--- config.mk ---
export PLATFORM = sky130hd
export DESIGN_NAME = shadow_bus_ctrl
export DESIGN_NICKNAME = d
export VERILOG_FILES = /design/src/rtl/shadow_bus_pkg.sv /design/src/rtl/sbc_ctrl_reg.sv /design/src/rtl/sbc_cycle_track.sv /design/src/rtl/sbc_router.sv /design/src/rtl/shadow_bus_ctrl.sv
export SDC_FILE = /design/constraint.sdc
export NUM_CORES = 1
export LEC_CHECK = 0
export ABC_AREA = 1
export BUFFER_PORTS_ARGS = -buffer_cell sky130_fd_sc_hd__buf_2
export CORE_ASPECT_RATIO = 2
export CORE_MARGIN = 2
export CORE_UTILIZATION = 33
export CTS_BUF_LIST = sky130_fd_sc_hd__clkbuf_16
export DETAILED_ROUTE_END_ITERATION = 10
export PLACE_DENSITY = 0.76
export SETUP_SLACK_MARGIN = 0.4
export SLEW_MARGIN = 5
export SYNTH_ARGS = -nofsm -noshare
export SYNTH_HDL_FRONTEND = slang
export SYNTH_SLANG_ARGS = --single-unit
--- constraint.sdc ---
create_clock -name clk -period 1.9 [get_ports clk]
set_input_delay 0.38 -clock clk [delete_from_list [all_inputs] [get_ports clk]]
set_output_delay 0.38 -clock clk [all_outputs]
set_load 0.1 [all_outputs]
--- src/rtl/shadow_bus_pkg.sv ---
package shadow_bus_pkg;
  localparam int ADDR_W = 20;
  localparam int PORT_W = 16;
  localparam int SEG_W  = ADDR_W - PORT_W;

  typedef enum logic [1:0] {
    SHM_NORMAL = 2'b00,
    SHM_COPY   = 2'b01,
    SHM_SHADOW = 2'b10,
    SHM_RSVD   = 2'b11
  } shm_mode_e;

  typedef enum logic [1:0] {
    TGT_NONE, TGT_ROM, TGT_SDRAM, TGT_PCS
  } tgt_e;

  typedef struct packed {
    logic              from_dma;
    logic              fetch;
    logic              wr;
    logic              io;
    logic [ADDR_W-1:0] addr;
  } bus_cyc_t;

  // Target choice for one cycle under a given shadow mode.
  function automatic tgt_e route_cycle(shm_mode_e m, bus_cyc_t c,
                                       logic [SEG_W-1:0] rom_seg,
                                       logic [SEG_W-1:0] pcs_seg);
    logic [SEG_W-1:0] seg;
    seg = c.addr[ADDR_W-1:PORT_W];
    if (c.io)                 return TGT_PCS;
    if (seg == pcs_seg)       return TGT_PCS;
    if (seg < rom_seg)        return TGT_SDRAM;
    case (m)
      SHM_COPY:   return (c.from_dma && c.wr) ? TGT_SDRAM : TGT_ROM;
      SHM_SHADOW: return (!c.from_dma && c.fetch) ? TGT_SDRAM : TGT_ROM;
      default:    return TGT_ROM;
    endcase
  endfunction

  // I/O cycles carry the port number and clear the segment bits.
  function automatic logic [ADDR_W-1:0] form_addr(bus_cyc_t c);
    return c.io ? {{SEG_W{1'b0}}, c.addr[PORT_W-1:0]} : c.addr;
  endfunction

  function automatic logic fetch_is_wide(logic boot8, logic wide_bit);
    return !boot8 || wide_bit;
  endfunction
endpackage

--- src/rtl/sbc_ctrl_reg.sv ---
module sbc_ctrl_reg
  import shadow_bus_pkg::*;
#(
  parameter int            WORD_W    = 16,
  parameter logic [WORD_W-1:0] IMPL_MASK = 16'h8007,
  parameter int            BMOD_BIT  = 15,
  parameter int            WIDE_BIT  = 2
) (
  input  logic              clk,
  input  logic              rst_n,
  input  logic              hit,
  input  logic              wr,
  input  logic [WORD_W-1:0] wdata,
  output logic [WORD_W-1:0] word,
  output shm_mode_e         mode,
  output logic              bmod,
  output logic              wide
);
  logic [WORD_W-1:0] word_q;

  always_ff @(posedge clk or negedge rst_n) begin
    if (!rst_n)        word_q <= '0;
    else if (hit && wr) word_q <= wdata & IMPL_MASK;
  end

  assign word = word_q;
  assign mode = shm_mode_e'(word_q[1:0]);
  assign bmod = word_q[BMOD_BIT];
  assign wide = word_q[WIDE_BIT];


  mode_written_chk: assert property (@(posedge clk) disable iff (!rst_n)
    (hit && wr) |=> (mode == shm_mode_e'($past(wdata[1:0])) && bmod == $past(wdata[BMOD_BIT])));
endmodule

--- src/rtl/sbc_cycle_track.sv ---
module sbc_cycle_track
  import shadow_bus_pkg::*;
(
  input  logic      clk,
  input  logic      rst_n,
  input  logic      dma_req,
  input  logic      cpu_ext,
  input  logic      tgt_ack,
  input  shm_mode_e reg_mode,
  input  logic      reg_bmod,
  input  logic      reg_wide,
  output logic      gnt_dma,
  output logic      ext_valid,
  output logic      cyc_open,
  output shm_mode_e eff_mode,
  output logic      eff_bmod,
  output logic      eff_wide
);
  logic      open_q, own_dma_q;
  shm_mode_e held_mode;
  logic      held_bmod, held_wide;

  assign cyc_open  = open_q;
  assign gnt_dma   = open_q ? own_dma_q : dma_req;
  assign ext_valid = gnt_dma ? dma_req : cpu_ext;
  assign eff_mode  = open_q ? held_mode : reg_mode;
  assign eff_bmod  = open_q ? held_bmod : reg_bmod;
  assign eff_wide  = open_q ? held_wide : reg_wide;

  always_ff @(posedge clk or negedge rst_n) begin
    if (!rst_n) begin
      open_q    <= 1'b0;
      own_dma_q <= 1'b0;
      held_mode <= SHM_NORMAL;
      held_bmod <= 1'b0;
      held_wide <= 1'b0;
    end else begin
      open_q    <= ext_valid && !tgt_ack;
      own_dma_q <= gnt_dma;
      held_mode <= eff_mode;
      held_bmod <= eff_bmod;
      held_wide <= eff_wide;
    end
  end


  owner_kept_chk: assert property (@(posedge clk) disable iff (!rst_n)
    (ext_valid && !tgt_ack) |=> (gnt_dma == $past(gnt_dma)));
endmodule

--- src/rtl/sbc_router.sv ---
module sbc_router
  import shadow_bus_pkg::*;
#(
  parameter logic [SEG_W-1:0] ROM_SEG = 4'hF,
  parameter logic [SEG_W-1:0] PCS_SEG = 4'hC
) (
  input  logic              clk,
  input  logic              rst_n,
  input  logic              valid,
  input  bus_cyc_t          cyc,
  input  shm_mode_e         mode,
  input  logic              bmod,
  input  logic              wide,
  input  logic              boot8,
  output logic              rom_sel,
  output logic              sdram_sel,
  output logic              pcs_sel,
  output logic [ADDR_W-1:0] out_addr,
  output logic              out_wr,
  output logic              sad_en,
  output logic              adbus_en,
  output logic              fetch_wide
);
  tgt_e tgt;

  always_comb begin
    tgt        = valid ? route_cycle(mode, cyc, ROM_SEG, PCS_SEG) : TGT_NONE;
    rom_sel    = (tgt == TGT_ROM);
    sdram_sel  = (tgt == TGT_SDRAM);
    pcs_sel    = (tgt == TGT_PCS);
    out_addr   = valid ? form_addr(cyc) : '0;
    out_wr     = valid && cyc.wr;
    sad_en     = pcs_sel && !bmod;
    adbus_en   = pcs_sel && bmod;
    fetch_wide = valid && cyc.fetch && fetch_is_wide(boot8, wide);
  end


  one_target_chk: assert property (@(posedge clk) disable iff (!rst_n)
    $onehot0({rom_sel, sdram_sel, pcs_sel}));

  bus_exclusive_chk: assert property (@(posedge clk) disable iff (!rst_n)
    !(sad_en && adbus_en));

  io_seg_low_chk: assert property (@(posedge clk) disable iff (!rst_n)
    (valid && cyc.io) |-> (out_addr[ADDR_W-1:PORT_W] == '0 && pcs_sel));

  shadow_fetch_chk: assert property (@(posedge clk) disable iff (!rst_n)
    (valid && mode == SHM_SHADOW && cyc.fetch && !cyc.from_dma &&
     cyc.addr[ADDR_W-1:PORT_W] >= ROM_SEG) |-> !rom_sel);
endmodule

--- src/rtl/shadow_bus_ctrl.sv ---
module shadow_bus_ctrl
  import shadow_bus_pkg::*;
#(
  parameter logic [PORT_W-1:0] REG_PORT = 16'h00EA,
  parameter logic [SEG_W-1:0]  ROM_SEG  = 4'hF,
  parameter logic [SEG_W-1:0]  PCS_SEG  = 4'hC
) (
  input  logic              clk,
  input  logic              rst_n,
  input  logic              boot8,
  input  logic              cpu_req,
  input  logic              cpu_fetch,
  input  logic              cpu_wr,
  input  logic              cpu_io,
  input  logic [ADDR_W-1:0] cpu_addr,
  input  logic [PORT_W-1:0] cpu_wdata,
  output logic [PORT_W-1:0] cpu_rdata,
  output logic              cpu_ack,
  input  logic              dma_req,
  input  logic              dma_wr,
  input  logic [ADDR_W-1:0] dma_addr,
  output logic              dma_ack,
  input  logic              tgt_ack,
  output logic              rom_sel,
  output logic              sdram_sel,
  output logic              pcs_sel,
  output logic [ADDR_W-1:0] out_addr,
  output logic              out_wr,
  output logic              sad_en,
  output logic              adbus_en,
  output logic              fetch_wide
);
  logic              reg_hit, cpu_ext, gnt_dma, ext_valid, cyc_open;
  logic [PORT_W-1:0] reg_word;
  shm_mode_e         reg_mode, eff_mode;
  logic              reg_bmod, reg_wide, eff_bmod, eff_wide;
  bus_cyc_t          cyc;

  assign reg_hit = cpu_req && cpu_io && (cpu_addr[PORT_W-1:0] == REG_PORT);
  assign cpu_ext = cpu_req && !reg_hit;

  sbc_ctrl_reg #(.WORD_W(PORT_W)) u_reg (
    .clk(clk), .rst_n(rst_n), .hit(reg_hit), .wr(cpu_wr), .wdata(cpu_wdata),
    .word(reg_word), .mode(reg_mode), .bmod(reg_bmod), .wide(reg_wide)
  );

  sbc_cycle_track u_track (
    .clk(clk), .rst_n(rst_n), .dma_req(dma_req), .cpu_ext(cpu_ext),
    .tgt_ack(tgt_ack), .reg_mode(reg_mode), .reg_bmod(reg_bmod),
    .reg_wide(reg_wide), .gnt_dma(gnt_dma), .ext_valid(ext_valid),
    .cyc_open(cyc_open), .eff_mode(eff_mode), .eff_bmod(eff_bmod),
    .eff_wide(eff_wide)
  );

  always_comb begin
    if (gnt_dma) cyc = '{from_dma: 1'b1, fetch: 1'b0, wr: dma_wr, io: 1'b0, addr: dma_addr};
    else         cyc = '{from_dma: 1'b0, fetch: cpu_fetch, wr: cpu_wr, io: cpu_io, addr: cpu_addr};
  end

  sbc_router #(.ROM_SEG(ROM_SEG), .PCS_SEG(PCS_SEG)) u_route (
    .clk(clk), .rst_n(rst_n), .valid(ext_valid), .cyc(cyc), .mode(eff_mode),
    .bmod(eff_bmod), .wide(eff_wide), .boot8(boot8), .rom_sel(rom_sel),
    .sdram_sel(sdram_sel), .pcs_sel(pcs_sel), .out_addr(out_addr),
    .out_wr(out_wr), .sad_en(sad_en), .adbus_en(adbus_en), .fetch_wide(fetch_wide)
  );

  assign cpu_rdata = (reg_hit && !cpu_wr) ? reg_word : '0;
  assign cpu_ack   = reg_hit || (!gnt_dma && cpu_ext && tgt_ack);
  assign dma_ack   = gnt_dma && dma_req && tgt_ack;


  single_ack_chk: assert property (@(posedge clk) disable iff (!rst_n)
    !(dma_ack && cpu_ack && !reg_hit));

  held_route_chk: assert property (@(posedge clk) disable iff (!rst_n)
    (cyc_open && $stable(cyc) && $stable(gnt_dma)) |->
      $stable({rom_sel, sdram_sel, pcs_sel}));

  reg_no_ext_chk: assert property (@(posedge clk) disable iff (!rst_n)
    (reg_hit && !dma_req && !cyc_open) |-> !(rom_sel || sdram_sel || pcs_sel));
endmodule

==> results of run 1 <==
synth_stat cells (2+ instances only):
master / n
buf_2: 2
nand2_2: 7
nand2_1: 69
nor2_1: 23
ha_1: 2
inv_1: 23
dfrtp_1: 10
inv_2: 2
nand3_1: 10
buf_4: 14
o21ai_0: 9
a21oi_1: 18
nand2_4: 2
nand3_2: 2
nor3_1: 3
or2_2: 4
timing repair:
item / in CTS
gates cloned: 0
resized for setup: 36
pin swaps: 24
setup endpoints to repair: 34
hold endpoints to repair: 6
hold buffers: 1
buffers inserted: 19
metrics by stage:
| stage | setup TNS (ns) | hold slack, ns | area (sq um) | util |
|---|---|---|---|---|
| 2_1_floorplan | -7.88 | 0.0844 | 1620 | - |
| 3_3_place_gp | -5.25 | 0.242 | 2770 | 0.810 |
| 3_5_place_dp | -6.91 | 0.245 | 2770 | 0.810 |
| 4_1_cts | -11.72 | 0.301 | 3170 | 0.927 |
kinds of logic after synthesis:
kind of cell,count (synthesis),share of synthesized area
flip-flops,10,0.212
other,1,0.00317
AO/OA/AOI/OAI,27,0.114
AND/OR/NAND/NOR,123,0.463
adder cells (fa/ha/maj),2,0.0212
buffers and inverters,42,0.186
==> impl_metrics.yaml, run 1 <==
run_status:
  haltStage: "global routing"
  stop_error: "[ERROR DPL-0038] Utilization greater than 100%, impossible to legalize"
  status: "did not finish"
synth:
  synth_top_area_frac: 0.219
  synth-seq-area-share: 0.212
  synth_top_cell_by_area: "nand2_1"
  async_flop_share: 1.00
  ys_warn_count: 0
  synth.cell_area_sq_um: 1180
  ys_seq_elements: 10
  ys_types: 21
  syn_avg_cell_area_sq_um: 5.76
  yosys-top-cells-area: "nand2_1 (22%), dfrtp_1 (21%), buf_4 (8.9%)"
  ys.flop_type: "dfrtp_1"
  synth_edf_count: 0
  synthCells: 205
placement:
  port_buffers: 86
  hpwl_um: 4060
  dp_cells: 367
  routabilityCongestion: 0.826
  dpl_worst_slack_ns: -0.434
floorplan:
  fp.dieH_um: 88.6
  die_width_um: 46.3
  io-pin-count: 111
  core.rowCount: 30
  start_util: 0.346
timing:
  crit_endpoint: "adbus_en"
  worst-ep-kind: "primary output"
clock_network:
  root_buffer: "clkbuf_16"
  clockBufferDepth: 2
  cts_buffers: 3
  htreeDepth: 1
  numClockSinks: 10
global_route:
  grt_max_degree: 13
==> inputs of run 2 (changes only) <==
--- a/config.mk
+++ b/config.mk
@@ -7,13 +7,10 @@
 export LEC_CHECK = 0
 export ABC_AREA = 1
 export BUFFER_PORTS_ARGS = -buffer_cell sky130_fd_sc_hd__buf_2
-export CORE_ASPECT_RATIO = 2
 export CORE_MARGIN = 2
-export CORE_UTILIZATION = 33
-export CTS_BUF_LIST = sky130_fd_sc_hd__clkbuf_16
+export CORE_UTILIZATION = 20
 export DETAILED_ROUTE_END_ITERATION = 10
-export PLACE_DENSITY = 0.76
-export SETUP_SLACK_MARGIN = 0.4
+export PLACE_DENSITY_LB_ADDON = 0.15
 export SLEW_MARGIN = 5
 export SYNTH_ARGS = -nofsm -noshare
 export SYNTH_HDL_FRONTEND = slang
==> constraint.sdc (replaced) <==
create_clock -name clk -period 2.5 [get_ports clk]
set_input_delay 0.5 -clock clk [delete_from_list [all_inputs] [get_ports clk]]
set_output_delay 0.5 -clock clk [all_outputs]
set_load 0.1 [all_outputs]
==> run 2 against run 1 <==
Compared with the run above:
- the flow now finishes without violations
- synthesized area stayed put
- synthesized cell count stayed put
==> impl_metrics.yaml, run 2 <==
placement:
  dpl_worst_slack_ns: 0.0729
  port_buffers: 86
  routabilityCongestion: 0.760
  dp_cells: 366
  hpwl_um: 3570
synth:
  yosys-top-cells-area: "nand2_1 (22%), dfrtp_1 (21%), buf_4 (8.9%)"
  synth.most_common_cell: "nand2_1"
  synth-seq-area-share: 0.212
  yosys.area_share.xor_xnor: 0
  synth.cell_area_sq_um: 1180
  ys_top_cells_by_count: "nand2_1 (69), inv_1 (23), nor2_1 (23), a21oi_1 (18), buf_4 (14)"
  synth_top_area_frac: 0.219
  async_flop_share: 1.00
  synth_top_cell_by_area: "nand2_1"
  ys_types: 21
  synth_top_family_by_area: "simple AND/OR/NAND/NOR gates"
  ys.flop_type: "dfrtp_1"
  synth-simple-area-share: 0.463
  ys_seq_elements: 10
  synth_compound_area_frac: 0.114
  synth_edf_count: 0
  synthMuxAreaShare: 0
  synthCells: 205
  ys_warn_count: 0
  syn_avg_cell_area_sq_um: 5.76
  synth_adder_area_share: 0.0212
timing:
  timing.fmax_ghz: 0.409
  finalWorstSetupSlack_ns: 0.0543
  finalCriticalPeriod_ns: 2.45
  rsz0062_at_grt: "true"
  hold_viol_final: 0
  post-route-period-util: 0.978
  clock_skew_ns: 0.000777
  slew_violations: 0
  setup_viol: 0
setup_path:
  critPathMaxFanout: 8
  worstSetupEndpointType: "primary output"
  r2r.worst_path.cells: 10
  cpPeakStageDelay_ns: 0.41
  crit_type: "flop to primary output"
  crit_required_ns: 2.00
  critPathSlowestCell: "dfrtp_2"
  r2r_start: "u_track.cyc_open$_DFF_PN0_"
  rrSetupSlack_ns: 1.03
  worstPathArrival_ns: 1.95
  reg2reg_to: "u_track.cyc_open$_DFF_PN0_"
  critical_path.startpoint_type: "flop"
  path_cells: "buf_4 > nand2_4 > nand2_8 > buf_4 > nand2_2 > inv_1 > nor2_1 > nand2_4 > buf_6 > nor2_4 > buf_12"
clock_network:
  clockBufferDepth: 2
  cts_buffers: 3
  cts_hold_buf: 0
  cts_tree: "yes"
  numClockSinks: 10
  htreeDepth: 1
  root_buffer: "clkbuf_8"
  clock_latency_ns: 0.23
  clk_pin_slew_worst_paths_ns: 0.05
detailed_routing:
  vias: 1555
  drc_errors: 0
  wl_per_cell_um: 11.4
  drtIter0Drc: 46
  first_pass_iters: 4
  avgViaCountPerCell: 4.10
  antenna_left: 0
  drt_wl_total_um: 4330
pwr:
  power.leakage_nw: 1.26
  power_density_nw_per_um2: 535
  vdd_drop_max_uv: 238
global_route:
  grt_overflow_total: 0
  grt_max_degree: 14
  grt_pass1_wl_um: 6570
  grt_use_total: 0.126
  antenna_found_initial: 0
  first_global_vias: 1455
floorplan:
  start_util: 0.211
  die_width_um: 80.9
  core.rowCount: 27
  io-pin-count: 111
  core_sq_um: 5610
  fp.dieH_um: 80.9
  dieArea_sq_um: 6540
final_layout:
  drive_gt1_frac: 0.554
  utilization: 0.475
  final_common_cell: "nand2_1"
  synthToLayoutAreaGrowth_pct: 125
  mostFrequentLayoutCells: "nand2_1 (63), buf_2 (54), buf_12 (34)"
  fillers: 568
  largest_register_ffs: 4
  final_cells: 379
  nNetsFinal: 376
  antenna_cells: 0
run_status:
  status: "complete, no violations"
worst_hold_path:
  holdCritPathClass: "primary input to asynchronous set/reset pin"
flow_run:
  max_cap_violations: 0
[run 2: worst max-delay path by stage]
stage | end | slack [ns] | from | cells past startpoint
3_5_place_dp | out_addr[6] | 0.07 | dma_req | 12
6_report | sdram_sel | 0.05 | u_track.cyc_open$_DFF_PN0_ | 11
3_3_place_gp | out_addr[6] | 0.09 | dma_req | 12
2_1_floorplan | out_addr[18] | -0.53 | u_track.cyc_open$_DFF_PN0_ | 9
4_1_cts | adbus_en | -0.02 | u_track.cyc_open$_DFF_PN0_ | 12
5_1_grt | rom_sel | -0.06 | u_track.cyc_open$_DFF_PN0_ | 12
[run 2: kinds of logic (layout without fill, tap and decap cells)]
logic type / after synthesis / count (layout)
compound gates: 27 / 27
fa+ha+maj: 2 / 2
buf+inv: 42 / 133
flops: 10 / 10
other cells: 1 / 12
simple gates: 123 / 123
[run 2: layout make-up]
class	instances	area [sq um]	share of cell area
timing repair buffer	104	1080	0.407
inverter	25	103	0.0386
clock buffer	4	55.1	0.0207
multi-input combinational	164	1080	0.406
sequential	10	251	0.0945
tap	72	90.1	0.0339
[run 2: worst max-delay path, delay by kind of cell (launching register included)]
kind	cells	cell delay (ns)
buf+inv	5	0.68
flops	1	0.41
simple gates	6	0.63
[run 2: timing repair]
item                                    4_1_cts  5_1_grt
buffers inserted                              4        5
gates cloned                                  0        0
gates resized for setup                      16       28
pin swaps                                    10       15
endpoints found under the setup margin       24       26
[run 2: report_power, final]
group          switching [mW]  internal [mW]
sequential            0.00397          0.170
combinational           0.699          0.350
clock                  0.0612          0.138
[run 2: per-stage QoR]
step / power (mW) / cell area (sq um) / TNS, ns / hold slack, ns
floorplan: 0.834 / 1380 / -5.58 / 0.204
global placement: 1.15 / 2350 / 0 / 0.372
detailed placement: 1.15 / 2350 / 0 / 0.372
CTS: 1.39 / 2500 / -0.0671 / 0.116
global route: 1.49 / 2660 / -0.264 / 0.134
finish: 1.42 / 2660 / 0 / 0.120
[run 2: routing by layer]
| metal | vias up | routed length [um] | track usage |
|---|---|---|---|
| li1 | 816 | - | - |
| met2 | 61 | 2110 | 0.213 |
| met5 | - | 0 | 0 |
| met1 | 672 | 1880 | 0.169 |
| met3 | 6 | 281 | 0.0122 |
| met4 | 0 | 50 | 0.0373 |
Power figures use the tool's default switching activity.
==> inputs of run 3 (changes only) <==
--- a/config.mk
+++ b/config.mk
@@ -7,9 +7,9 @@
 export LEC_CHECK = 0
 export ABC_AREA = 1
 export BUFFER_PORTS_ARGS = -buffer_cell sky130_fd_sc_hd__buf_2
-export CORE_MARGIN = 2
-export CORE_UTILIZATION = 20
+export CORE_AREA = 2 2 63 65
 export DETAILED_ROUTE_END_ITERATION = 10
+export DIE_AREA = 0 0 65 67
 export PLACE_DENSITY_LB_ADDON = 0.15
 export SLEW_MARGIN = 5
 export SYNTH_ARGS = -nofsm -noshare
==> run 3 against run 2 <==
Compared with the run above:
- the flow now finishes with violations (setup timing)
- cell count fell by 3.4%
- power rose by 1.7%
- core utilization rose by 28 points
- die area fell by 33%
- largest power group unchanged
==> impl_metrics.yaml, run 3 (synthesized netlist as in run 2, its figures left out) <==
timing:
  finalWorstSetupSlack_ns: -0.0367
  rsz0062_at_grt: "true"
  post-route-period-util: 1.01
  fin_tns_setup_ns: -0.0832
  setup_viol: 4
  timing.fmax_ghz: 0.394
  clock_skew_ns: 0.00541
  slew_violations: 0
  holdWs_ns: 0.110
  hold_viol_final: 0
  finalCriticalPeriod_ns: 2.54
global_route:
  met2_usage: 0.389
  antenna_found_initial: 0
  grt_pass1_wl_um: 7040
  grt_overflow_total: 0
  groute.layer.met3.usage: 0.0372
  busiest_layer: "met2"
  grt_use_total: 0.207
  first_global_vias: 1557
  grt_max_degree: 19
  grt_util_met1: 0.233
clock_network:
  htreeDepth: 1
  root_buffer: "clkbuf_8"
  clock_latency_ns: 0.24
  clockBufferDepth: 2
  clk_pin_slew_worst_paths_ns: 0.05
  numClockSinks: 10
  cts_buffers: 3
  cts_tree: "yes"
detailed_routing:
  drt_wl_total_um: 4690
  vias: 1662
  first_pass_iters: 4
  drtIter0Drc: 43
  avgViaCountPerCell: 4.54
  wl_per_cell_um: 12.8
  drc_errors: 0
  antenna_left: 0
setup_path:
  critical_path.startpoint_type: "flop"
  critPathLaunch: "u_track.cyc_open$_DFF_PN0_"
  critPathMaxFanout: 5
  worstPathArrival_ns: 2.04
  worstSetupEndpointType: "primary output"
  rrSetupSlack_ns: 0.02
  crit_type: "flop to primary output"
  crit_required_ns: 2.00
  r2r.worst_path.cells: 17
  r2r_start: "u_track.cyc_open$_DFF_PN0_"
final_layout:
  synthToLayoutAreaGrowth_pct: 132
  antenna_cells: 0
  final_common_cell: "nand2_1"
  nNetsFinal: 387
  utilization: 0.759
  largest_register_ffs: 4
  mostFrequentLayoutCells: "nand2_1 (62), buf_2 (54), buf_12 (33)"
  drive_gt1_frac: 0.566
floorplan:
  core.rowCount: 22
  die_width_um: 65
  fp.dieH_um: 67
  core_sq_um: 3610
  io-pin-count: 111
  start_util: 0.328
  dieArea_sq_um: 4360
placement:
  routabilityCongestion: 0.748
  port_buffers: 86
  hpwl_um: 3190
pwr:
  vdd_drop_max_uv: 440
  power.leakage_nw: 1.31
  power_density_nw_per_um2: 529
flow_run:
  max_cap_violations: 0
run_status:
  status: "complete, but fails checks"
  violations: "setup timing"
worst_hold_path:
  holdCritPathClass: "primary input to asynchronous set/reset pin"
## run 3: critical path, cell delays in order (launching register included)
cell and delay, ns:
dfrtp_2 0.39, inv_4 0.05, or2_4 0.26, o21ai_4 0.07
inv_2 0.08, ha_4 0.27, inv_2 0.05, nand3_2 0.06
nand2_2 0.07, nand2_4 0.08, nand3_4 0.11, nor2_4 0.13
buf_12 0.18
## run 3: stage by stage
stage	setup slack, ns	power, mW	instance area [sq um]	instances
3_3_place_gp	0.0966	1.13	2280	338
4_1_cts	-0.0287	1.37	2540	361
3_5_place_dp	0.0718	1.13	2280	338
5_1_grt	-0.120	1.50	2740	366
2_1_floorplan	-0.528	0.834	1380	216
6_report	-0.0367	1.45	2740	366
## run 3: final timing paths
kind                                             endpoint
max in group asynchronous      u_track.cyc_open$_DFF_PN0_
setup / recovery                                   sad_en
hold / removal                  u_reg.word[1]$_DFFE_PN0P_
setup reg to reg           u_track.held_mode[1]$_DFF_PN0_
min in group clk               u_track.cyc_open$_DFF_PN0_
hold reg to reg                 u_reg.word[2]$_DFFE_PN0P_
## run 3: repair_timing
item                                    CTS  global route
resized for setup                        20            29
hold buffers                              0             0
endpoints found under the setup margin   11            26
setup buffers                            19             6
pin swaps                                10            12
gates cloned                              0             1
## run 3: cell type report
type / count / area (sq um)
Inverter: 25 / 100
Fill cell: 253 / 870
Sequential cell: 10 / 251
Multi-Input combinational cell: 165 / 1130
Tap cell: 48 / 60.1
Timing Repair Buffer: 114 / 1140
Clock buffer: 4 / 45.0
## run 3: routing by layer
| layer | share of wire | routed length [um] |
|---|---|---|
| met1 | 0.37 | 1720 |
| met4 | 0.014 | 65 |
| met2 | 0.54 | 2550 |
| met5 | 0 | 0 |
| met3 | 0.077 | 360 |
## run 3: where the power goes
part           leakage [nW]  switching (mW)  internal, mW
logic                  1.15           0.721         0.371
clock network        0.0228          0.0671         0.112
registers             0.132         0.00587         0.170
